### config.mk
export PLATFORM = sky130hd
export DESIGN_NAME = lsu_endian_align
export DESIGN_NICKNAME = d
export VERILOG_FILES = /design/src/rtl/lsu_pkg.sv /design/src/rtl/lsu_align_chk.sv /design/src/rtl/lsu_store_pack.sv /design/src/rtl/lsu_load_unpack.sv /design/src/rtl/lsu_endian_align.sv
export SDC_FILE = /design/constraint.sdc
export NUM_CORES = 1
export LEC_CHECK = 0
export CORE_MARGIN = 1.5
export CORE_UTILIZATION = 25
export CTS_BUF_LIST = sky130_fd_sc_hd__clkbuf_4
export CTS_CLUSTER_SIZE = 25
export DETAILED_ROUTE_END_ITERATION = 6
export GPL_TIMING_DRIVEN = 0
export HOLD_SLACK_MARGIN = 0.12
export SLEW_MARGIN = 5
export SYNTH_ARGS = -nofsm -noshare
export SYNTH_HDL_FRONTEND = slang
export SYNTH_HIERARCHICAL = 1
export SYNTH_SLANG_ARGS = --single-unit
### constraint.sdc
create_clock -name clk -period 3.71 [get_ports clk]
set_input_delay 0.742 -clock clk [delete_from_list [all_inputs] [get_ports clk]]
set_output_delay 0.742 -clock clk [all_outputs]
set_load 0.005 [all_outputs]
### src/rtl/lsu_pkg.sv
package lsu_pkg;
  typedef enum logic [1:0] {
    SZ_BYTE = 2'b00,
    SZ_HALF = 2'b01,
    SZ_WORD = 2'b10,
    SZ_BAD  = 2'b11
  } acc_size_e;

  localparam int LANES  = 4;
  localparam int DATA_W = LANES * 8;
  localparam int OFF_W  = $clog2(LANES);
endpackage

### src/rtl/lsu_align_chk.sv
module lsu_align_chk
  import lsu_pkg::*;
(
  input  logic [1:0]       size,
  input  logic [OFF_W-1:0] off,
  output logic             aligned
);
  always_comb begin
    unique case (size)
      SZ_BYTE: aligned = 1'b1;
      SZ_HALF: aligned = ~off[0];
      SZ_WORD: aligned = (off == '0);
      default: aligned = 1'b0;
    endcase
  end
endmodule

### src/rtl/lsu_store_pack.sv
module lsu_store_pack
  import lsu_pkg::*;
(
  input  logic              clk,
  input  logic              rst,
  input  logic              en,
  input  logic [1:0]        size,
  input  logic [OFF_W-1:0]  off,
  input  logic              big,
  input  logic [DATA_W-1:0] wdata,
  output logic [LANES-1:0]  be,
  output logic [DATA_W-1:0] lanes
);
  for (genvar k = 0; k < LANES; k++) begin : g_lane
    localparam int HLE = k % 2;
    localparam int HBE = 1 - (k % 2);
    localparam int WLE = k;
    localparam int WBE = LANES - 1 - k;
    localparam logic [OFF_W-1:0] KOFF = OFF_W'(k);
    logic [7:0] sel;
    logic       hit;

    always_comb begin
      unique case (size)
        SZ_BYTE: begin
          sel = wdata[7:0];
          hit = (off == KOFF);
        end
        SZ_HALF: begin
          sel = big ? wdata[HBE*8 +: 8] : wdata[HLE*8 +: 8];
          hit = (off[1] == KOFF[1]);
        end
        SZ_WORD: begin
          sel = big ? wdata[WBE*8 +: 8] : wdata[WLE*8 +: 8];
          hit = 1'b1;
        end
        default: begin
          sel = 8'h00;
          hit = 1'b0;
        end
      endcase
    end

    assign lanes[k*8 +: 8] = sel;
    assign be[k]           = en & hit;
  end


  byte_one_lane_chk: assert property (@(posedge clk) disable iff (rst)
    (en && size == SZ_BYTE) |-> ($countones(be) == 1 && be[off]));

  word_all_lanes_chk: assert property (@(posedge clk) disable iff (rst)
    (en && size == SZ_WORD) |-> (be == '1));
endmodule

### src/rtl/lsu_load_unpack.sv
module lsu_load_unpack
  import lsu_pkg::*;
(
  input  logic [DATA_W-1:0] rdata,
  input  logic [1:0]        size,
  input  logic [OFF_W-1:0]  off,
  input  logic              big,
  input  logic              sgn,
  output logic [DATA_W-1:0] value
);
  logic [7:0]  ln [LANES];
  logic [DATA_W-1:0] swapped;

  for (genvar k = 0; k < LANES; k++) begin : g_split
    assign ln[k] = rdata[k*8 +: 8];
    assign swapped[k*8 +: 8] = rdata[(LANES-1-k)*8 +: 8];
  end

  logic [OFF_W-1:0] lo_i, hi_i;
  logic [7:0]  b_val;
  logic [15:0] h_val;

  always_comb begin
    lo_i  = {off[1], 1'b0};
    hi_i  = {off[1], 1'b1};
    b_val = ln[off];
    h_val = big ? {ln[lo_i], ln[hi_i]} : {ln[hi_i], ln[lo_i]};
    unique case (size)
      SZ_BYTE: value = {{(DATA_W-8){sgn & b_val[7]}}, b_val};
      SZ_HALF: value = {{(DATA_W-16){sgn & h_val[15]}}, h_val};
      SZ_WORD: value = big ? swapped : rdata;
      default: value = '0;
    endcase
  end
endmodule

### src/rtl/lsu_endian_align.sv
module lsu_endian_align
  import lsu_pkg::*;
#(
  parameter int AW = 10
) (
  input  logic              clk,
  input  logic              rst,
  input  logic              req_valid,
  input  logic              req_write,
  input  logic [1:0]        req_size,
  input  logic              req_signed,
  input  logic              req_big,
  input  logic [31:0]       req_addr,
  input  logic [31:0]       req_wdata,
  output logic              mem_en,
  output logic              mem_we,
  output logic [3:0]        mem_be,
  output logic [AW-1:0]     mem_addr,
  output logic [31:0]       mem_wdata,
  input  logic [31:0]       mem_rdata,
  output logic              ld_valid,
  output logic [31:0]       ld_data,
  output logic              trap,
  output logic [31:0]       trap_addr
);
  logic [OFF_W-1:0]  off;
  logic              aligned;
  logic              st_go;
  logic [DATA_W-1:0] ld_next;

  assign off = req_addr[OFF_W-1:0];

  lsu_align_chk u_align (
    .size    (req_size),
    .off     (off),
    .aligned (aligned)
  );

  assign st_go = req_valid & req_write & aligned;

  lsu_store_pack u_pack (
    .clk   (clk),
    .rst   (rst),
    .en    (st_go),
    .size  (req_size),
    .off   (off),
    .big   (req_big),
    .wdata (req_wdata),
    .be    (mem_be),
    .lanes (mem_wdata)
  );

  lsu_load_unpack u_unpack (
    .rdata (mem_rdata),
    .size  (req_size),
    .off   (off),
    .big   (req_big),
    .sgn   (req_signed),
    .value (ld_next)
  );

  assign mem_en   = req_valid & aligned;
  assign mem_we   = st_go;
  assign mem_addr = req_addr[AW+1:2];

  always_ff @(posedge clk) begin
    if (rst) begin
      ld_valid  <= 1'b0;
      ld_data   <= '0;
      trap      <= 1'b0;
      trap_addr <= '0;
    end else begin
      ld_valid <= req_valid & ~req_write & aligned;
      trap     <= req_valid & ~aligned;
      if (req_valid & ~req_write & aligned) ld_data <= ld_next;
      if (req_valid & ~aligned) trap_addr <= req_addr;
    end
  end


  half_odd_trap_chk: assert property (@(posedge clk) disable iff (rst)
    (req_valid && req_size == SZ_HALF && req_addr[0]) |=> trap);

  trap_blocks_mem_chk: assert property (@(posedge clk) disable iff (rst)
    (req_valid && !aligned) |-> (!mem_en && mem_be == '0));

  trap_no_load_chk: assert property (@(posedge clk) disable iff (rst)
    trap |-> !ld_valid);

  trap_addr_hold_chk: assert property (@(posedge clk) disable iff (rst)
    (!trap && $past(!rst)) |=> (trap || $stable(trap_addr)) || $past(rst));

  load_no_be_chk: assert property (@(posedge clk) disable iff (rst)
    (req_valid && !req_write) |-> (mem_be == '0 && !mem_we));

  byte_zext_chk: assert property (@(posedge clk) disable iff (rst)
    (req_valid && !req_write && req_size == SZ_BYTE && !req_signed)
      |=> (ld_data[31:8] == '0));

  ld_one_cycle_chk: assert property (@(posedge clk) disable iff (rst)
    ld_valid |-> $past(req_valid && !req_write));
endmodule

==> flow_summary.ini, run 1 <==
[global_routing]
overflow = 0
grt_usage_pct = 17.93
grt_pass1_vias = 4888
antenna_found_initial = 0
grt_pass1_wl_um = 27370
grt_max_degree = 13

[yosys]
synth_area_leaders = dfxtp_1 29%, nand2_1 11%, mux2i_1 8.1%, a21oi_1 7.6%, mux4_2 7.4%
synthAdderAreaFrac_pct = 0
synth-compound-area-share_pct = 26.34
seq_area_frac_synth_pct = 28.97
synth_top_family_by_area = compound AO/OA/AOI/OAI gates
synth_top_cell_by_area = dfxtp_1
synthArstFlopShare_pct = 0
syn_area_per_cell_um2 = 8.414
synth_top_area_share_pct = 28.97
synth_warnings = 6
syn_inst = 542
syn_nets = 646
synthSimpleGateAreaFrac_pct = 14.92
synth_edf_count = 0
synth.distinct_cells = 41
muxShareOfSynthArea_pct = 18.98
synth_flop_cell = dfxtp_1
ys_ff_latch = 66
synth-xor-area-share_pct = 0.3567
synth_area_um2 = 4561

[hold_path]
worstHoldStart = trap_addr[6]
hold_depth = 2
min_to = trap_addr[6]
hp-class = reg -> reg

[route]
wire_per_inst_um = 17.34
drc = 0
detail-route-antenna-nets = 0
drtIter0Drc = 285
drt_wl_total_um = 17370
vias = 5035
vias_per_cell = 5.025
first_pass_iters = 5

[placed_design]
placedCellCount = 986
gp_congestion = 0.8715
port_buffers = 215
dp_hpwl_um = 13510
post-place-ws_ps = -85.78
post_dp_cell_area_um2 = 6999

[cts]
clk_pin_slew_ps = 110
cts_inserted_buffers = 9
cts_sinks = 66
htreeDepth = 3
postCtsSetupRepairBufs = 0
clkLatencyLatePin_ps = 440
clk_path_buf_depth = 2
cts_root_buffer = clkbuf_4
cts_tree = built

[job]
cap_violations = 0

[power_and_ir_drop]
cellPowerDensity_nw_per_um2 = 270.5
irDropWorstVdd_mv = 0.1441
total_power_mw = 1.939
leakagePower_nw = 2.626

[die]
die_area_um2 = 19060
initial_core_util_pct = 25.48
core_area_um2 = 17900
die_h_um = 138.1
pin_count = 218
core.rowCount = 49
die_w_um = 138.1

[layout]
fin_nets = 872
final_cell_mix = 213 x clkdlybuf4s50_1, 131 x nand2_1, 69 x a21oi_1
syn_to_final_growth_pct = 57.17
final_util_pct = 40.04
design_area_um2 = 7168
n_antenna_cell = 0
drive_gt1_share_pct = 13.84
final_cells = 1002
final_common_cell = clkdlybuf4s50_1

[critical_path]
reg2reg_slack_ps = 3070
worst-r2r-cell-count = 2
path_cells = clkdlybuf4s50_1, buf_2, clkbuf_1, o221a_2, clkdlybuf4s50_1
endpoint_kind = output pin
r2r-end = trap_addr[15]
path_common_cell = clkdlybuf4s50_1
cp-start-kind = input port
cpPeakStageDelay_ps = 640
crit_slowest_cell = clkdlybuf4s50_1
worstPathRequired_ps = 2970
r2r_start = trap_addr[15]
cp.arrival_ps = 2920
worstPathMaxFanout = 10
critPathKind = in -> out

[timing]
slew_headroom_pct = 59.32
worstMarginPinSlew_ps = 607.6
layout_setup_ws_ps = 43.79
hold_violations = 0
slew_viol_final = 0
setup_viol = 0
fin_skew_ps = 0
rsz0062_at_grt = false
fmax_ghz = 0.2728
post-route-period-util_pct = 98.82
period_needed_ps = 3666

[run_status]
outcome = completed
==> critical path: cells and delay by family <==
kind            cells  cell delay, ps
buf+inv             4            1890
compound gates      1             290
==> sequential cells by signal, indices dropped and copies added (netlist names) <==
signal	flops
ld_data	32
trap	1
trap_addr	32
ld_valid	1
==> how the worst max path moves through the flow <==
stage | endpoint | slack [ps] | from
floorplan | mem_be[1] | 1350 | req_addr[1]
global placement | mem_wdata[13] | -130 | req_size[1]
detailed placement | mem_wdata[13] | -90 | req_size[1]
CTS | mem_wdata[5] | 20 | req_big
global route | mem_wdata[13] | 2 | req_big
finish | mem_wdata[28] | 40 | req_big
==> power by group <==
| part | total [mW] | switching [mW] | internal [mW] |
|---|---|---|---|
| combinational | 0.686 | 0.299 | 0.387 |
| clock | 0.502 | 0.288 | 0.214 |
| sequential | 0.751 | 0.0136 | 0.737 |
==> cells by family after synthesis <==
logic type,count (synthesis)
mux,58
buf+inv,73
simple gates,160
compound gates,184
flops,66
xor+xnor,1
==> layer usage <==
metal	wire, um	track usage, %	up-vias
li1	-	-	2435
met1	7589	23.77	2335
met2	8071	29.01	231
met3	1180	3.187	34
met4	532	7.036	0
met5	0	0	-
==> timing repair <==
item | 4_1_cts | 5_1_grt
cloned | 0 | 0
endpoints found under the setup margin | 14 | 22
hold endpoints to repair | 0 | 0
gates resized for setup | 5 | 5
hold buffers | 0 | 0
==> area by class of cell <==
cell class                 count  area, um2
inverter                      11      41.29
timing repair buffer         215       2153
buffer                        62      437.9
clock inverter                 6      66.31
sequential                    66       1321
tap                          229      286.5
clock buffer                  10      75.07
multi-input combinational    403       2786
fill                        1868      10730
==> cell usage after synthesis (2+ instances only) <==
| cell type | count |
|---|---|
| nand2_1 | 131 |
| a21oi_1 | 69 |
| dfxtp_1 | 66 |
| mux2i_1 | 37 |
| o21ai_0 | 33 |
| buf_4 | 19 |
| o221a_2 | 16 |
| clkbuf_1 | 15 |
| mux4_2 | 15 |
| a32oi_1 | 14 |
| a22oi_1 | 13 |
| buf_2 | 13 |
| buf_6 | 13 |
| o22ai_1 | 11 |
| inv_1 | 10 |
| a2bb2oi_1 | 8 |
| a221oi_1 | 7 |
| mux4_1 | 6 |
| nand2b_1 | 6 |
| nor2_1 | 6 |
| o21ai_1 | 6 |
| and2_1 | 3 |
| nor2_2 | 3 |
| nor2b_1 | 3 |
| and3_1 | 2 |
| o21a_1 | 2 |
==> per-stage QoR <==
step	TNS [ps]	hold slack, ps
6_report	0	459.6
5_1_grt	0	475.2
4_1_cts	0	462.6
3_5_place_dp	-326.4	446.1
3_3_place_gp	-810.4	442.0
2_1_floorplan	0	452.7
Note: power is estimated with default switching activity, not from simulation.
==> inputs of run 2 (changes only) <==
--- a/config.mk
+++ b/config.mk
@@ -8,7 +8,7 @@
 export CORE_MARGIN = 1.5
 export CORE_UTILIZATION = 25
 export CTS_BUF_LIST = sky130_fd_sc_hd__clkbuf_4
-export CTS_CLUSTER_SIZE = 25
+export CTS_CLUSTER_SIZE = 14
 export DETAILED_ROUTE_END_ITERATION = 6
 export GPL_TIMING_DRIVEN = 0
 export HOLD_SLACK_MARGIN = 0.12
==> constraint.sdc (replaced) <==
create_clock -name clk -period 3.1 [get_ports clk]
set_input_delay 0.62 -clock clk [delete_from_list [all_inputs] [get_ports clk]]
set_output_delay 0.62 -clock clk [all_outputs]
set_load 0.005 [all_outputs]
==> flow_summary.ini, run 2 (same netlist as run 1, synthesis figures left out) <==
[run_status]
outcome = completed

[cts]
cts_sinks = 66
clk_pin_slew_ps = 110
clk_path_buf_depth = 2
cts_tree = built
clkLatencyLatePin_ps = 440
htreeDepth = 3
cts_root_buffer = clkbuf_4
cts-hold-fix-buffers = 0
cts_inserted_buffers = 9

[timing]
setup_tns_ps = 0
hold_violations = 0
slew_viol_final = 0
fin_hold_ws_ps = 459.6
post-route-period-util_pct = 96.85
rsz0062_at_grt = false
setup_viol = 0
fin_skew_ps = 0
worstMarginPinSlew_ps = 599.1
period_needed_ps = 3002
slew_headroom_pct = 59.89
fmax_ghz = 0.3331

[global_routing]
globalRouteMet3Util_pct = 3.117
grt_pass1_vias = 4896
grt_max_degree = 13
grt_pass1_wl_um = 27390
grt_usage_pct = 17.93
overflow = 0
use_met2_pct = 28.96
met1_usage_pct = 23.88
antenna_found_initial = 2
grt-busiest-layer = met2

[layout]
syn_to_final_growth_pct = 58.00
final_common_cell = clkdlybuf4s50_1
drive_gt1_share_pct = 14.71
final_cell_mix = 208 x clkdlybuf4s50_1, 131 x nand2_1, 69 x a21oi_1
final_cells = 1006
reg_top3 = ld_data: 32 flops, trap_addr: 32 flops
fin_nets = 874
filler_cell_count = 1857

[route]
detail-route-antenna-nets = 0
vias = 5049
drt_wl_total_um = 17420
wire_per_inst_um = 17.32
drc = 0
drtIter0Drc = 263
vias_per_cell = 5.019
first_pass_iters = 5

[power_and_ir_drop]
irDropWorstVdd_mv = 0.1726
intPower_mw = 1.605
switching_share_pct = 31.01
leakagePower_nw = 2.652
p_clk_share_pct = 25.8
combPwrFrac_pct = 35.6
p_seq_share_pct = 38.6
power.switching_mw = 0.7214
cellPowerDensity_nw_per_um2 = 322.8

[placed_design]
dp_hpwl_um = 13510
placedCellCount = 986
gp_congestion = 0.8715
port_buffers = 215

[critical_path]
cp.arrival_ps = 2380
worstPathRequired_ps = 2480
worstPathMaxFanout = 10
cp-start-kind = input port
endpoint_kind = output pin
critPathKind = in -> out

[die]
die_w_um = 138.1
core.rowCount = 49
die_h_um = 138.1
core_area_um2 = 17900
pin_count = 218
die_area_um2 = 19060
initial_core_util_pct = 25.48

[job]
cap_violations = 0

[hold_path]
hp-class = reg -> reg
==> run 2: cell types whose count changed in the layout (fill, tap and decap cells not counted), moves of 2 or more <==
cell             previous run  this run
diode_2                     0         2
buf_2                      13        11
dlygate4sd2_1               1         3
clkbuf_4                   10        14
clkdlybuf4s50_1           213       208
==> run 2: what timing repair did <==
action                                  in CTS  in global routing
pin swaps                                    1                  1
endpoints found under the setup margin      38                 21
gates resized for setup                     20                  9
setup buffers                                2                  0
==> run 2: layout make-up <==
cell class	count	area, um2	area share, %
timing repair buffer	217	2157	29.94
clock buffer	10	75.07	1.042
clock inverter	6	66.31	0.9203
antenna	2	5.005	0.06946
buffer	62	452.9	6.286
inverter	11	47.55	0.6598
tap	229	286.5	3.976
sequential	66	1321	18.34
multi-input combinational	403	2794	38.77
==> run 2: worst max-delay path, cell delays in order <==
cell	delay, ps
clkdlybuf4s15_2	290
buf_6	200
nor2_4	270
clkbuf_4	280
a32oi_1	70
o21ai_1	120
clkdlybuf4s50_1	530
==> run 2: worst paths after layout <==
path	from	end	slack [ps]	cells after the start
hold reg to reg	trap_addr[6]	trap_addr[6]	460	2
hold / removal	trap_addr[6]	trap_addr[6]	460	2
setup reg to reg	trap_addr[15]	trap_addr[15]	2460	2
setup / recovery	req_size[1]	mem_wdata[13]	100	7
==> run 2: power groups by stage <==
stage	combinational [mW]	clock [mW]	sequential, mW
after detailed placement	0.815	0	0.918
after floorplan	0.376	0	0.921
final	0.828	0.600	0.898
after CTS	0.827	0.632	0.899
after global routing	0.893	0.659	0.903
after global placement	0.815	0	0.917
==> run 2: per-layer routing <==
metal / share of wire [%] / wire length [um]
met1: 44 / 7650
met2: 47 / 8166
met3: 6.5 / 1139
met4: 2.7 / 463
met5: 0 / 0
==> run 2: metrics by stage <==
| stage | utilization (%) | area, um2 | power [mW] | worst slack (ps) |
|---|---|---|---|---|
| after floorplan | - | 4561 | 1.297 | 988.7 |
| after global placement | 39.10 | 6999 | 1.732 | -499.6 |
| after detailed placement | 39.10 | 6999 | 1.733 | -451.8 |
| after CTS | 40.19 | 7194 | 2.359 | 30.58 |
| after global routing | 40.25 | 7206 | 2.455 | 17.39 |
| final | 40.25 | 7206 | 2.326 | 97.61 |
==> inputs of run 3 (changes only) <==
--- a/config.mk
+++ b/config.mk
@@ -6,12 +6,12 @@
 export NUM_CORES = 1
 export LEC_CHECK = 0
 export CORE_MARGIN = 1.5
-export CORE_UTILIZATION = 25
+export CORE_UTILIZATION = 39
 export CTS_BUF_LIST = sky130_fd_sc_hd__clkbuf_4
 export CTS_CLUSTER_SIZE = 14
 export DETAILED_ROUTE_END_ITERATION = 6
 export GPL_TIMING_DRIVEN = 0
-export HOLD_SLACK_MARGIN = 0.12
+export PLACE_DENSITY = 0.8
 export SLEW_MARGIN = 5
 export SYNTH_ARGS = -nofsm -noshare
 export SYNTH_HDL_FRONTEND = slang
==> constraint.sdc (replaced) <==
create_clock -name clk -period 3.1 [get_ports clk]
set_input_delay 0.62 -clock clk [delete_from_list [all_inputs] [get_ports clk]]
set_output_delay 0.62 -clock clk [all_outputs]
set_load 0.01 [all_outputs]
==> flow_summary.ini, run 3 (same netlist as run 1, synthesis figures left out) <==
[timing]
setup_viol = 0
fin_hold_ws_ps = 462.6
fmax_ghz = 0.3407
fin_skew_ps = 0
setup_tns_ps = 0
period_needed_ps = 2935
post-route-period-util_pct = 94.68
worstMarginPinSlew_ps = 540.3
layout_setup_ws_ps = 164.9
slew_headroom_pct = 63.98
slew_viol_final = 0
rsz0062_at_grt = false
hold_violations = 0

[critical_path]
endpoint_kind = output pin
worstPathRequired_ps = 2480
worst-r2r-cell-count = 2
worstPathMaxFanout = 10
crit_end = mem_wdata[29]
r2r_start = ld_data[7]
cp-start-kind = input port
reg2reg_slack_ps = 2460
r2r-end = ld_data[7]
setup.worst_path.start = req_size[1]
cp.arrival_ps = 2320
critPathKind = in -> out

[die]
pin_count = 218
initial_core_util_pct = 39.94
core.rowCount = 39
die_h_um = 111.1
die_w_um = 111.1
die_area_um2 = 12350
core_area_um2 = 11420

[cts]
htreeDepth = 3
clk_path_buf_depth = 2
clkLatencyLatePin_ps = 420
cts_root_buffer = clkbuf_4
clk_pin_slew_ps = 100
cts-hold-fix-buffers = 0
cts_inserted_buffers = 9
cts_sinks = 66
cts_tree = built

[route]
drtIter0Drc = 442
first_pass_iters = 5
vias_per_cell = 5.781
drc = 0
drt_wl_total_um = 16680
vias = 5307
detail-route-antenna-nets = 0
wire_per_inst_um = 18.17

[global_routing]
grt_usage_pct = 26.05
grt_max_degree = 13
use_met2_pct = 44.03
grt_pass1_wl_um = 26230
antenna_found_initial = 0
met1_usage_pct = 31.22
grt_pass1_vias = 5190
grt-busiest-layer = met2
overflow = 0
globalRouteMet3Util_pct = 6.124

[power_and_ir_drop]
switching_share_pct = 29.08
combPwrFrac_pct = 33.0
cellPowerDensity_nw_per_um2 = 361.3
p_clk_share_pct = 32.2
irDropWorstVdd_mv = 0.2538
leakagePower_nw = 2.712
power.switching_mw = 0.7507
p_seq_share_pct = 34.8
intPower_mw = 1.831

[placed_design]
port_buffers = 215
post-place-ws_ps = -375.0
gp_congestion = 0.9075
post_dp_cell_area_um2 = 6892
placedCellCount = 900
dp_hpwl_um = 12910

[job]
cap_violations = 0

[layout]
final_cells = 918
design_area_um2 = 7144
fin_nets = 874
n_antenna_cell = 0
syn_to_final_growth_pct = 56.65
final_common_cell = clkdlybuf4s50_1
drive_gt1_share_pct = 14.45
filler_cell_count = 983
final_cell_mix = 198 x clkdlybuf4s50_1, 130 x nand2_1, 69 x a21oi_1
reg_top3 = ld_data: 32 flops, trap_addr: 32 flops

[hold_path]
hold_depth = 2
hp-class = reg -> reg

[run_status]
outcome = completed
run 3: timing repair:
action                                 in CTS  in global routing
gates resized for setup                    32                  6
buffers inserted                            2                  0
endpoints found under the hold margin       0                  0
pin swaps                                   1                  0
setup endpoints to repair                  37                 23
run 3: final cells by class:
cell class	count	area, um2	area share (%)
multi-input cells	403	2794	39.11
repair buffers	217	2142	29.98
flip-flops and latches	66	1321	18.49
plain buffers	62	452.9	6.340
well taps	143	178.9	2.504
clock inverters	7	140.1	1.961
clock buffers	9	67.56	0.9457
inverters	11	47.55	0.6655
run 3: critical path, stage by stage:
cell	delay (ps)
clkbuf_2	180
buf_6	190
inv_4	120
buf_6	170
a2bb2oi_1	250
o221a_2	230
clkdlybuf4s50_1	540
run 3: layer usage:
metal  vias to the layer above  share of wire (%)  wire (um)
li1                       2442                  -          -
met1                      2446                 39       6549
met2                       352                 48       7945
met3                        67                8.8       1472
met4                         0                4.3        715
met5                         -                  0          0
run 3: worst min path at each step:
stage                          endpoint  slack [ps]           from
final                       ld_data[28]         460    ld_data[28]
after global routing      trap_addr[11]         480  trap_addr[11]
after CTS                   ld_data[31]         470    ld_data[31]
after detailed placement    ld_data[31]         450    ld_data[31]
after global placement    trap_addr[31]         440  trap_addr[31]
after floorplan              ld_data[0]         480     ld_data[0]
run 3: metrics by stage:
step / power [mW] / utilization, %
3_3_place_gp: 1.736 / 60.36
4_1_cts: 2.587 / 62.61
6_report: 2.581 / 62.57
5_1_grt: 2.694 / 62.57
3_5_place_dp: 1.757 / 60.36
2_1_floorplan: 1.332 / -
run 3: power by group through the flow:
stage	clock network, mW	registers (mW)	logic [mW]
after detailed placement	0	0.918	0.838
after CTS	0.847	0.899	0.841
after floorplan	0	0.934	0.398
after global routing	0.890	0.904	0.901
after global placement	0	0.917	0.819
final	0.831	0.899	0.851
